<file path="src/rtl/lsalign_pkg.sv">
package lsalign_pkg;
  localparam int LANES  = 4;
  localparam int LANE_W = 8;
  localparam int WORD_W = LANES * LANE_W;
  localparam int OFS_W  = $clog2(LANES);
  localparam int OP_W   = 3;

  localparam logic [OP_W-1:0] OP_NONE  = 3'd0;
  localparam logic [OP_W-1:0] OP_BYTE  = 3'd1;
  localparam logic [OP_W-1:0] OP_HALF  = 3'd2;
  localparam logic [OP_W-1:0] OP_WORD  = 3'd3;
  localparam logic [OP_W-1:0] OP_LEFT  = 3'd4;
  localparam logic [OP_W-1:0] OP_RIGHT = 3'd5;

  typedef enum logic [1:0] {
    FILL_NONE = 2'd0,
    FILL_BYTE = 2'd1,
    FILL_HALF = 2'd2
  } fill_e;

  // load-side strobes from control to datapath
  typedef struct packed {
    logic [LANES-1:0] laneSel;     // 1 = lane taken from shifted memory word
    logic             shiftRight;
    logic [OFS_W-1:0] shamt;       // in lanes
    fill_e            fill;        // extension width
    logic             signExt;
  } ldStrobe_t;

  // store-side strobes from control to datapath
  typedef struct packed {
    logic [LANES-1:0] we;
    logic             shiftRight;
    logic [OFS_W-1:0] shamt;
    fill_e            repl;        // replication of low byte / halfword
  } stStrobe_t;
endpackage

</file>
<file path="src/rtl/lsalign_ctrl.sv">
module lsalign_ctrl
  import lsalign_pkg::*;
(
  input  logic [OP_W-1:0]  ldOp,
  input  logic [OFS_W-1:0] ldOfs,
  input  logic             ldSigned,
  input  logic [OP_W-1:0]  stOp,
  input  logic [OFS_W-1:0] stOfs,
  output ldStrobe_t        ldStb,
  output stStrobe_t        stStb,
  output logic             ldMisaligned,
  output logic             stMisaligned
);
  localparam logic [LANES-1:0] ALL_LANES = {LANES{1'b1}};
  localparam logic [OFS_W-1:0] TOP_LANE  = OFS_W'(LANES - 1);
  localparam logic [LANES-1:0] LOW_PAIR  = LANES'(2'b11);
  localparam logic [LANES-1:0] HIGH_PAIR = LANES'(2'b11) << 2;

  // load decode
  always_comb begin
    ldStb        = '{laneSel: '0, shiftRight: 1'b1, shamt: '0,
                     fill: FILL_NONE, signExt: 1'b0};
    ldMisaligned = 1'b0;
    case (ldOp)
      OP_BYTE: begin
        ldStb.shamt   = ldOfs;
        ldStb.laneSel = LANES'(1);
        ldStb.fill    = FILL_BYTE;
        ldStb.signExt = ldSigned;
      end
      OP_HALF: begin
        if (ldOfs[0]) ldMisaligned = 1'b1;
        else begin
          ldStb.shamt   = ldOfs;
          ldStb.laneSel = LOW_PAIR;
          ldStb.fill    = FILL_HALF;
          ldStb.signExt = ldSigned;
        end
      end
      OP_WORD: begin
        if (ldOfs != '0) ldMisaligned = 1'b1;
        else             ldStb.laneSel = ALL_LANES;
      end
      OP_LEFT: begin
        ldStb.shiftRight = 1'b0;
        ldStb.shamt      = TOP_LANE - ldOfs;
        ldStb.laneSel    = ALL_LANES << (TOP_LANE - ldOfs);
      end
      OP_RIGHT: begin
        ldStb.shamt   = ldOfs;
        ldStb.laneSel = ALL_LANES >> ldOfs;
      end
      default: ;
    endcase
  end

  // store decode
  always_comb begin
    stStb        = '{we: '0, shiftRight: 1'b0, shamt: '0, repl: FILL_NONE};
    stMisaligned = 1'b0;
    case (stOp)
      OP_BYTE: begin
        stStb.we   = LANES'(1) << stOfs;
        stStb.repl = FILL_BYTE;
      end
      OP_HALF: begin
        if (stOfs[0]) stMisaligned = 1'b1;
        else begin
          stStb.we   = stOfs[1] ? HIGH_PAIR : LOW_PAIR;
          stStb.repl = FILL_HALF;
        end
      end
      OP_WORD: begin
        if (stOfs != '0) stMisaligned = 1'b1;
        else             stStb.we = ALL_LANES;
      end
      OP_LEFT: begin
        stStb.shiftRight = 1'b1;
        stStb.shamt      = TOP_LANE - stOfs;
        stStb.we         = ALL_LANES >> (TOP_LANE - stOfs);
      end
      OP_RIGHT: begin
        stStb.shamt = stOfs;
        stStb.we    = ALL_LANES << stOfs;
      end
      default: ;
    endcase
  end

  always_comb begin

    misWe_chk: assert (!stMisaligned || stStb.we == '0)
      else $error("misaligned store kept a write enable");

    byteOneLane_chk: assert (stOp != OP_BYTE || $countones(stStb.we) == 1)
      else $error("byte store enable count wrong");

    halfPair_chk: assert (stOp != OP_HALF || stMisaligned ||
                          stStb.we == LOW_PAIR || stStb.we == HIGH_PAIR)
      else $error("halfword store enables not a lane pair");

    leftCount_chk: assert (ldOp != OP_LEFT ||
                           ($countones(ldStb.laneSel) == int'(ldOfs) + 1 &&
                            ldStb.laneSel[LANES-1]))
      else $error("load-left lane selection wrong");

    rightTop_chk: assert (stOp != OP_RIGHT ||
                          ($countones(stStb.we) == LANES - int'(stOfs) &&
                           stStb.we[LANES-1]))
      else $error("store-right enables wrong");

    idle_chk: assert (!(stOp == OP_NONE || stOp > OP_RIGHT) ||
                      (stStb.we == '0 && !stMisaligned))
      else $error("idle store had an effect");
  end
endmodule

</file>
<file path="src/rtl/lsalign_dp.sv">
module lsalign_dp
  import lsalign_pkg::*;
(
  input  ldStrobe_t          ldStb,
  input  stStrobe_t          stStb,
  input  logic [WORD_W-1:0]  memRdata,
  input  logic [WORD_W-1:0]  regOld,
  input  logic [WORD_W-1:0]  stData,
  output logic [WORD_W-1:0]  ldResult,
  output logic [WORD_W-1:0]  memWdata
);
  localparam int SH_W = OFS_W + $clog2(LANE_W);

  logic [WORD_W-1:0] ldShifted;
  logic [SH_W-1:0]   ldBits;
  logic              signBit;
  logic [LANE_W-1:0] fillByte;

  assign ldBits    = {ldStb.shamt, {($clog2(LANE_W)){1'b0}}};
  assign ldShifted = ldStb.shiftRight ? (memRdata >> ldBits) : (memRdata << ldBits);
  assign signBit   = (ldStb.fill == FILL_HALF) ? ldShifted[2*LANE_W-1] : ldShifted[LANE_W-1];
  assign fillByte  = {LANE_W{ldStb.signExt & signBit}};

  for (genvar i = 0; i < LANES; i++) begin : g_ldLane
    logic fillLane;
    assign fillLane = (ldStb.fill == FILL_BYTE && i >= 1) ||
                      (ldStb.fill == FILL_HALF && i >= 2);
    always_comb begin
      if (ldStb.laneSel[i])  ldResult[i*LANE_W +: LANE_W] = ldShifted[i*LANE_W +: LANE_W];
      else if (fillLane)     ldResult[i*LANE_W +: LANE_W] = fillByte;
      else                   ldResult[i*LANE_W +: LANE_W] = regOld[i*LANE_W +: LANE_W];
    end
  end

  logic [WORD_W-1:0] stBase;
  logic [SH_W-1:0]   stBits;

  always_comb begin
    case (stStb.repl)
      FILL_BYTE: stBase = {LANES{stData[LANE_W-1:0]}};
      FILL_HALF: stBase = {(LANES/2){stData[2*LANE_W-1:0]}};
      default:   stBase = stData;
    endcase
  end

  assign stBits   = {stStb.shamt, {($clog2(LANE_W)){1'b0}}};
  assign memWdata = stStb.shiftRight ? (stBase >> stBits) : (stBase << stBits);

  always_comb begin

    zeroFill_chk: assert (!(ldStb.fill == FILL_BYTE && !ldStb.signExt) ||
                          ldResult[WORD_W-1:LANE_W] == '0)
      else $error("unsigned byte load has nonzero upper bits");
  end
endmodule

</file>
<file path="src/rtl/lsalign_unit.sv">
module lsalign_unit
  import lsalign_pkg::*;
(
  input  logic [2:0]  ldOp,
  input  logic [1:0]  ldOfs,
  input  logic        ldSigned,
  input  logic [31:0] memRdata,
  input  logic [31:0] regOld,
  output logic [31:0] ldResult,
  output logic        ldMisaligned,
  input  logic [2:0]  stOp,
  input  logic [1:0]  stOfs,
  input  logic [31:0] stData,
  output logic [3:0]  memWe,
  output logic [31:0] memWdata,
  output logic        stMisaligned
);
  ldStrobe_t ldStb;
  stStrobe_t stStb;

  lsalign_ctrl u_ctrl (
    .ldOp(ldOp), .ldOfs(ldOfs), .ldSigned(ldSigned),
    .stOp(stOp), .stOfs(stOfs),
    .ldStb(ldStb), .stStb(stStb),
    .ldMisaligned(ldMisaligned), .stMisaligned(stMisaligned)
  );

  lsalign_dp u_dp (
    .ldStb(ldStb), .stStb(stStb),
    .memRdata(memRdata), .regOld(regOld), .stData(stData),
    .ldResult(ldResult), .memWdata(memWdata)
  );

  assign memWe = stStb.we;
endmodule

</file>
<file path="config.mk">
export PLATFORM = sky130hd
export DESIGN_NAME = lsalign_unit
export DESIGN_NICKNAME = d
export VERILOG_FILES = /design/src/rtl/lsalign_pkg.sv /design/src/rtl/lsalign_ctrl.sv /design/src/rtl/lsalign_dp.sv /design/src/rtl/lsalign_unit.sv
export SDC_FILE = /design/constraint.sdc
export NUM_CORES = 1
export LEC_CHECK = 0
export BUFFER_PORTS_ARGS = -buffer_cell sky130_fd_sc_hd__buf_2
export CORE_MARGIN = 3
export CORE_UTILIZATION = 49
export DETAILED_ROUTE_END_ITERATION = 8
export PLACE_DENSITY_LB_ADDON = 0.15
export SLEW_MARGIN = 30
export SYNTH_ARGS = -nofsm -noshare
export SYNTH_HDL_FRONTEND = slang
export SYNTH_HIERARCHICAL = 1
export SYNTH_SLANG_ARGS = --single-unit
</file>
<file path="constraint.sdc">
create_clock -name vclk -period 3.6
set_clock_uncertainty 0.1 [all_clocks]
set_input_delay 0.54 -clock vclk [all_inputs]
set_output_delay 0.54 -clock vclk [all_outputs]
set_load 0.02 [all_outputs]
</file>
== Yosys cells after proc, flatten, opt, wreduce, memory -nomap -nowiden ==
Index checks and enable logic that the tools add are counted.
Widths: inputs -> output; s select.
Storage, ports and cells
  register bits after elaboration: 0
  input port bits: 107
  output and inout port bits: 70
  word-level logic and storage cells: 61
Operators by class
  $add $sub $neg: 2
  equality and inequality tests: 14
  shifts and indexed selects: 9
  muxes and demuxes: 31
  bitwise logic cells: 1
  reductions and logical operators: 4
Operators by type and width (number)
  $mux 32: 2
  $pmux 32 s2: 1
  $shl 32x5->32: 2
  $shr 32x5->32: 2
  $mux 8: 7
  $pmux 4 s5: 2
  $mux 4: 4
  $eq 3x2->1 const B: 4
  $eq 3x3->1 const B: 4
  $pmux 2 s2: 2
  $shl 4x2->4 const A: 2
  $shr 4x2->4 const A: 2
  $eq 3x1->1 const B: 2
  $mux 1: 6
  $pmux 2 s3: 1
  $pmux 3 s2: 1
  $mux 5: 1
  $eq 2x1->1 const B: 2
  $eq 2x2->1 const B: 2
  $mux 2: 2
  $pmux 1 s2: 2
  $reduce_bool 2->1: 2
  $shl 1x2->4 const A: 1
  $sub 2x2->2 const A: 2
  3 further kinds: 3

== Logic depth before layout (Yosys ltp) ==
Gate-level depths: netlist (run 1).
  depth after elaboration: 9
  depth in mapped cells: 11
  gate-level depth less buffers: 9

== Cells and area by module ==
The synthesis (run 1) kept the hierarchy.
By module, submodules not included
  lsalign_dp: instances 1, cells an instance 451, area each 3057.9 um^2, sequential area each 0.0 um^2
  lsalign_ctrl: instances 1, cells an instance 72, area each 439.2 um^2, sequential area each 0.0 um^2

== Least setup slack after synthesis (run 1) ==
OpenSTA, ideal clock, no wires.
  kind: input port to output port
  from: in ldOfs[0]
  to: out ldResult[15]
  data arrival time: 2612 ps
  required time: 2960 ps
  slack: 348 ps
  stages: 9
  path buffers: 2
  cell sequence: clkbuf_1 nor3b_1 mux2i_1 o21ai_0 buf_4 mux2i_1 o2111ai_2 nand4_2 a21boi_0
RTL lines
  from (decl): line lsalign_unit.sv:5  | input logic [1:0] ldOfs,
  to (decl): line lsalign_unit.sv:9  | output logic [31:0] ldResult,

==> results of run 1 <==
cells in the mapped netlist (all sizes together) (8+ instances only):
library cell and count:
nand2 48, nand2b 11, a22oi 39, o21a 8, buf 28, o22ai 33, a32oi 15, mux2 24
inv 18, o211ai 9, nor2 26, clkbuf 32, a22o 15, mux2i 36, a2bb2oi 24, o21ai 42
nor2b 18, a21oi 47
worst max-delay path by stage:
stage,start,to,slack (ns),cells past startpoint
final,ldOp[1],ldResult[28],0.15,10
after global routing,ldOp[1],ldResult[26],0.01,10
after CTS,ldOp[1],ldResult[1],0.13,9
after detailed placement,ldOp[1],ldResult[1],0.14,9
after global placement,ldOp[1],ldResult[28],0.20,10
after floorplan,ldOfs[0],ldResult[15],0.35,9
routing by layer:
layer | GRT usage [%] | vias up | share of wire (%)
met1 | 35.9 | 2180 | 40
met5 | 0 | - | 0
met3 | 2.17 | 17 | 7.0
met4 | 5.61 | 0 | 1.7
met2 | 51.8 | 231 | 51
li1 | - | 2293 | -
timing repair:
item                                    4_1_cts  5_1_grt
gates resized for setup                       0        1
buffers inserted                              0        0
endpoints found under the setup margin        0        8
cells by family (layout without fill, tap and decap cells):
group | count (synthesis) | after routing
AOI/OAI and AO/OA | 251 | 251
adders and majority gates | 5 | 5
buffers and inverters | 79 | 218
and+or+nand+nor | 125 | 125
xor gates and xnor gates | 3 | 3
muxes | 60 | 60
power breakdown:
group          switching, mW  internal, mW
registers                  0             0
logic                  0.467         0.315
clock network              0             0
total                  0.467         0.315
per-stage QoR:
stage	cells	hold slack (ns)	util (%)	setup WS, ns
finish	758	1.33	65.0	0.154
detailed placement	758	1.33	64.8	0.143
global placement	758	1.33	64.8	0.203
floorplan	523	1.06	-	0.348
CTS	758	1.33	64.8	0.131
global route	758	1.36	65.0	0.00970
final cells by class:
cell class / count / area share, %
repair buffers: 199 / 23.9
inverters: 19 / 1.60
multi-input cells: 444 / 71.8
well taps: 96 / 2.69
worst max-delay path: stages:
cell	delay, ns
buf_2	0.17
nor3b_1	0.29
mux2i_1	0.14
o21ai_2	0.32
buf_6	0.27
mux2_2	0.37
a22oi_1	0.18
a2bb2oi_1	0.25
a22oi_1	0.09
buf_2	0.18
==> impl_metrics.py, run 1 <==
metrics = {
    "power_and_ir_drop": {
        "total_power_mw": 0.782,
        "ir_worst_vdd_mv": 0.102,
        "powerDensity_nw_per_um2": 175,
        "leakagePower_nw": 1.97,
    },
    "die": {
        "ios": 177,
        "die_area_um2": 8190,
        "rows": 30,
        "die_w_um": 90.5,
        "core_um2": 6870,
        "start_util_pct": 50.9,
        "dieHeight_um": 90.5,
    },
    "drt": {
        "totalWireLength_mm": 12.7,
        "drc": 0,
        "dr_total_vias": 4721,
        "drt_iter0_markers": 270,
        "drtAntennaViolNets": 0,
        "via_per_inst": 6.23,
        "wire_per_inst_um": 16.7,
        "firstDrtPassIters": 5,
    },
    "yosys": {
        "ys_warn_count": 6,
        "synth_top_area_share_pct": 10.3,
        "synth_top_family_by_area": "compound AO/OA/AOI/OAI gates",
        "synth-simple-area-share_pct": 18.6,
        "synth_compound_area_share_pct": 51.3,
        "yosys.area.top_type": "mux2i_1",
        "synth_nets": 635,
        "ys_top_cells_by_area": "mux2i_1 (10%), a22oi_1 (7.9%), mux2_2 (7.4%), a21oi_1 (6.7%), a2bb2oi_1 (6.0%)",
        "syn-cell-area_um2": 3500,
        "synth.area.mux_share_pct": 18.0,
        "synthAdderAreaFrac_pct": 1.79,
        "ys_types": 52,
        "synth_xor_area_share_pct": 0.751,
        "synth.avg_cell_area_um2": 6.69,
        "yosysSeqAreaShare_pct": 0,
        "synthCells": 523,
    },
    "finish": {
        "final_cell_mix": "buf_2 (177), nand2_1 (48), a21oi_1 (46)",
        "antenna-diode-count": 0,
        "ff_latch_area_um2": 0,
        "multiInputGateArea_um2": 3210,
        "fin_area_um2": 4470,
        "syn_to_final_growth_pct": 27.7,
        "layout_commonest_cell": "buf_2",
        "nFillCells": 654,
        "nClkBuffers": 0,
        "design.seq.count": 0,
        "drive_gt1_share_pct": 37.6,
        "nets": 776,
    },
    "critical_path": {
        "cp_data_required_time_ns": 2.96,
        "arrival_ns": 2.81,
        "worstSetupPathType": "input pin to output pin",
        "cp_max_fo": 27,
        "cp-start-kind": "input pin",
        "critPathCaptureType": "output pin",
    },
    "global_route": {
        "grt_pass1_wl_mm": 20.3,
        "grt_max_degree": 64,
        "antenna_found_initial": 0,
        "grt-ovfl-total": 0,
        "first_global_vias": 4194,
        "grt_usage_pct": 28.3,
    },
    "sta": {
        "period_needed_ns": 3.45,
        "timing.final.crit_share_pct": 95.7,
        "grt_setup_unrepaired": "no",
        "worstMarginPinSlew_ns": 0.779,
        "tns_ns": 0,
        "clock.fmax_mhz": 290,
        "setup_violations": 0,
        "relSlewSlack_pct": 47.9,
        "maxSlewViolCount": 0,
        "hold_viol": 0,
    },
    "place": {
        "postPlaceCellArea_um2": 4450,
        "hpwl_mm": 9.79,
        "gp_congestion": 0.942,
        "io_buffers": 177,
    },
    "run": {
        "cap_violations": 0,
    },
    "hold_path": {
        "min_from": "regOld[7]",
        "min_path_type": "input pin to output pin",
        "hold_path_end": "ldResult[7]",
        "holdPathStages": 3,
    },
    "status": {
        "outcome": "finished, final reports clean",
    },
    "cts": {
        "cts_hold_buf": 0,
    },
}
No activity file was read; power rests on OpenSTA's default activity.
==> inputs of run 2 (changes only) <==
--- a/config.mk
+++ b/config.mk
@@ -9,7 +9,9 @@
 export CORE_MARGIN = 3
 export CORE_UTILIZATION = 49
 export DETAILED_ROUTE_END_ITERATION = 8
+export MAX_ROUTING_LAYER = met4
 export PLACE_DENSITY_LB_ADDON = 0.15
+export REMOVE_ABC_BUFFERS = 1
 export SLEW_MARGIN = 30
 export SYNTH_ARGS = -nofsm -noshare
 export SYNTH_HDL_FRONTEND = slang
==> run 2 against run 1 <==
Cell count increased by 0.79%. Cell area rose by 1.8%. Wire length increased by 3.0%. First-iteration DRC count up 20%. Hold slack worse by 0.0017 ns. Core utilization up 1.1 points. Clock-buffer cell count is the same. Maximum frequency grew 1.4%. Worst setup slack better by 0.048 ns. Critical endpoint is now ldResult[27]. Largest cell class unchanged.
==> impl_metrics.py, run 2 (same netlist as run 1, synthesis figures left out) <==
metrics = {
    "finish": {
        "nets": 782,
        "fin_area_um2": 4540,
        "antenna-diode-count": 0,
        "final_cell_mix": "buf_2 (177), nand2_1 (48), a21oi_1 (45)",
        "nFillCells": 664,
        "ff_latch_area_um2": 0,
        "layout_commonest_cell": "buf_2",
        "syn_to_final_growth_pct": 29.9,
        "nClkBuffers": 0,
        "finalNonFillerCells": 764,
        "design.seq.count": 0,
        "drive_gt1_share_pct": 38.6,
    },
    "power_and_ir_drop": {
        "powerDensity_nw_per_um2": 175,
        "pwr-share-comb_pct": 100.0,
        "p_int_mw": 0.321,
        "p_switching_mw": 0.473,
        "p_clk_share_pct": 0,
        "leakagePower_nw": 2.00,
        "seqPwrFrac_pct": 0,
        "switching_share_pct": 59.6,
        "ir_worst_vdd_mv": 0.0894,
    },
    "die": {
        "die_w_um": 90.5,
        "die_area_um2": 8190,
        "rows": 30,
        "dieHeight_um": 90.5,
        "start_util_pct": 50.9,
        "ios": 177,
        "core_um2": 6870,
    },
    "global_route": {
        "first_global_vias": 4403,
        "grt-ovfl-total": 0,
        "grt_pass1_wl_mm": 21.1,
        "antenna_found_initial": 0,
        "grt_usage_pct": 30.1,
        "grt_max_degree": 30,
    },
    "drt": {
        "wire_per_inst_um": 17.1,
        "totalWireLength_mm": 13.1,
        "dr_total_vias": 4790,
        "drt_iter0_markers": 325,
        "via_per_inst": 6.27,
        "firstDrtPassIters": 6,
        "drc": 0,
        "drtAntennaViolNets": 0,
    },
    "place": {
        "gp_congestion": 0.984,
        "placed_cells": 763,
        "postPlaceCellArea_um2": 4510,
        "io_buffers": 177,
        "hpwl_mm": 10.0,
    },
    "critical_path": {
        "critPathCaptureType": "output pin",
        "arrival_ns": 2.76,
        "worstSetupPathType": "input pin to output pin",
        "cp_data_required_time_ns": 2.96,
        "cp-start-kind": "input pin",
        "cp_max_fo": 16,
    },
    "sta": {
        "period_needed_ns": 3.40,
        "relSlewSlack_pct": 52.6,
        "hold-worst-slack_ns": 1.33,
        "worstMarginPinSlew_ns": 0.710,
        "timing.final.crit_share_pct": 94.4,
        "hold_viol": 0,
        "maxSlewViolCount": 0,
        "clock.fmax_mhz": 294,
        "setup_violations": 0,
    },
    "hold_path": {
        "min_path_type": "input pin to output pin",
    },
    "cts": {
        "cts_hold_buf": 0,
    },
    "run": {
        "cap_violations": 0,
    },
    "status": {
        "outcome": "finished, final reports clean",
    },
}
==> run 2: cell type report <==
type	instances	area (um2)	share of cell area, %
inverters	19	71.3	1.57
multi-input cells	444	3230	71.1
well taps	96	120	2.64
repair buffers	205	1120	24.7
==> run 2: worst max-delay path: stages <==
cell	delay, ns
buf_2	0.18
nor3b_1	0.28
mux2i_1	0.13
o21ai_2	0.25
buf_4	0.22
mux2i_1	0.11
o2111ai_2	0.32
nand4b_4	0.15
buf_12	0.18
a22oi_1	0.19
buf_2	0.20
==> run 2: metrics by stage <==
step           power, mW  TNS [ns]  setup WS (ns)  util (%)
6_report           0.793         0          0.201      66.2
3_5_place_dp       0.781         0          0.147      65.6
5_1_grt            0.857  -0.00858       -0.00858      66.2
2_1_floorplan      0.501    -86.42          -1.78         -
4_1_cts            0.783         0          0.149      65.6
3_3_place_gp       0.765         0          0.137      65.5
==> run 2: layer usage <==
| layer | global-route usage (%) | vias up | routed length, um |
|---|---|---|---|
| li1 | - | 2302 | - |
| met1 | 38.9 | 2205 | 5530 |
| met2 | 50.3 | 250 | 6210 |
| met3 | 3.92 | 33 | 1050 |
| met4 | 6.25 | 0 | 274 |
| met5 | - | - | 0 |
==> run 2: worst paths after layout <==
path                  cells past startpoint      start  slack, ns           end
worst max-delay path                     11    ldOp[1]       0.20  ldResult[27]
worst min-delay path                      3  regOld[7]       1.33   ldResult[7]
==> run 2: timing repair <==
item | in CTS | in global routing
resized for setup | 0 | 2
setup endpoints to repair | 0 | 22
hold endpoints to repair | 0 | 0
setup buffers | 0 | 1
==> run 2: power groups by stage <==
stage	Clock [mW]	Sequential, mW	Combinational (mW)
detailed placement	0	0	0.781
floorplan	0	0	0.501
global placement	0	0	0.765
global route	0	0	0.857
CTS	0	0	0.783
finish	0	0	0.793
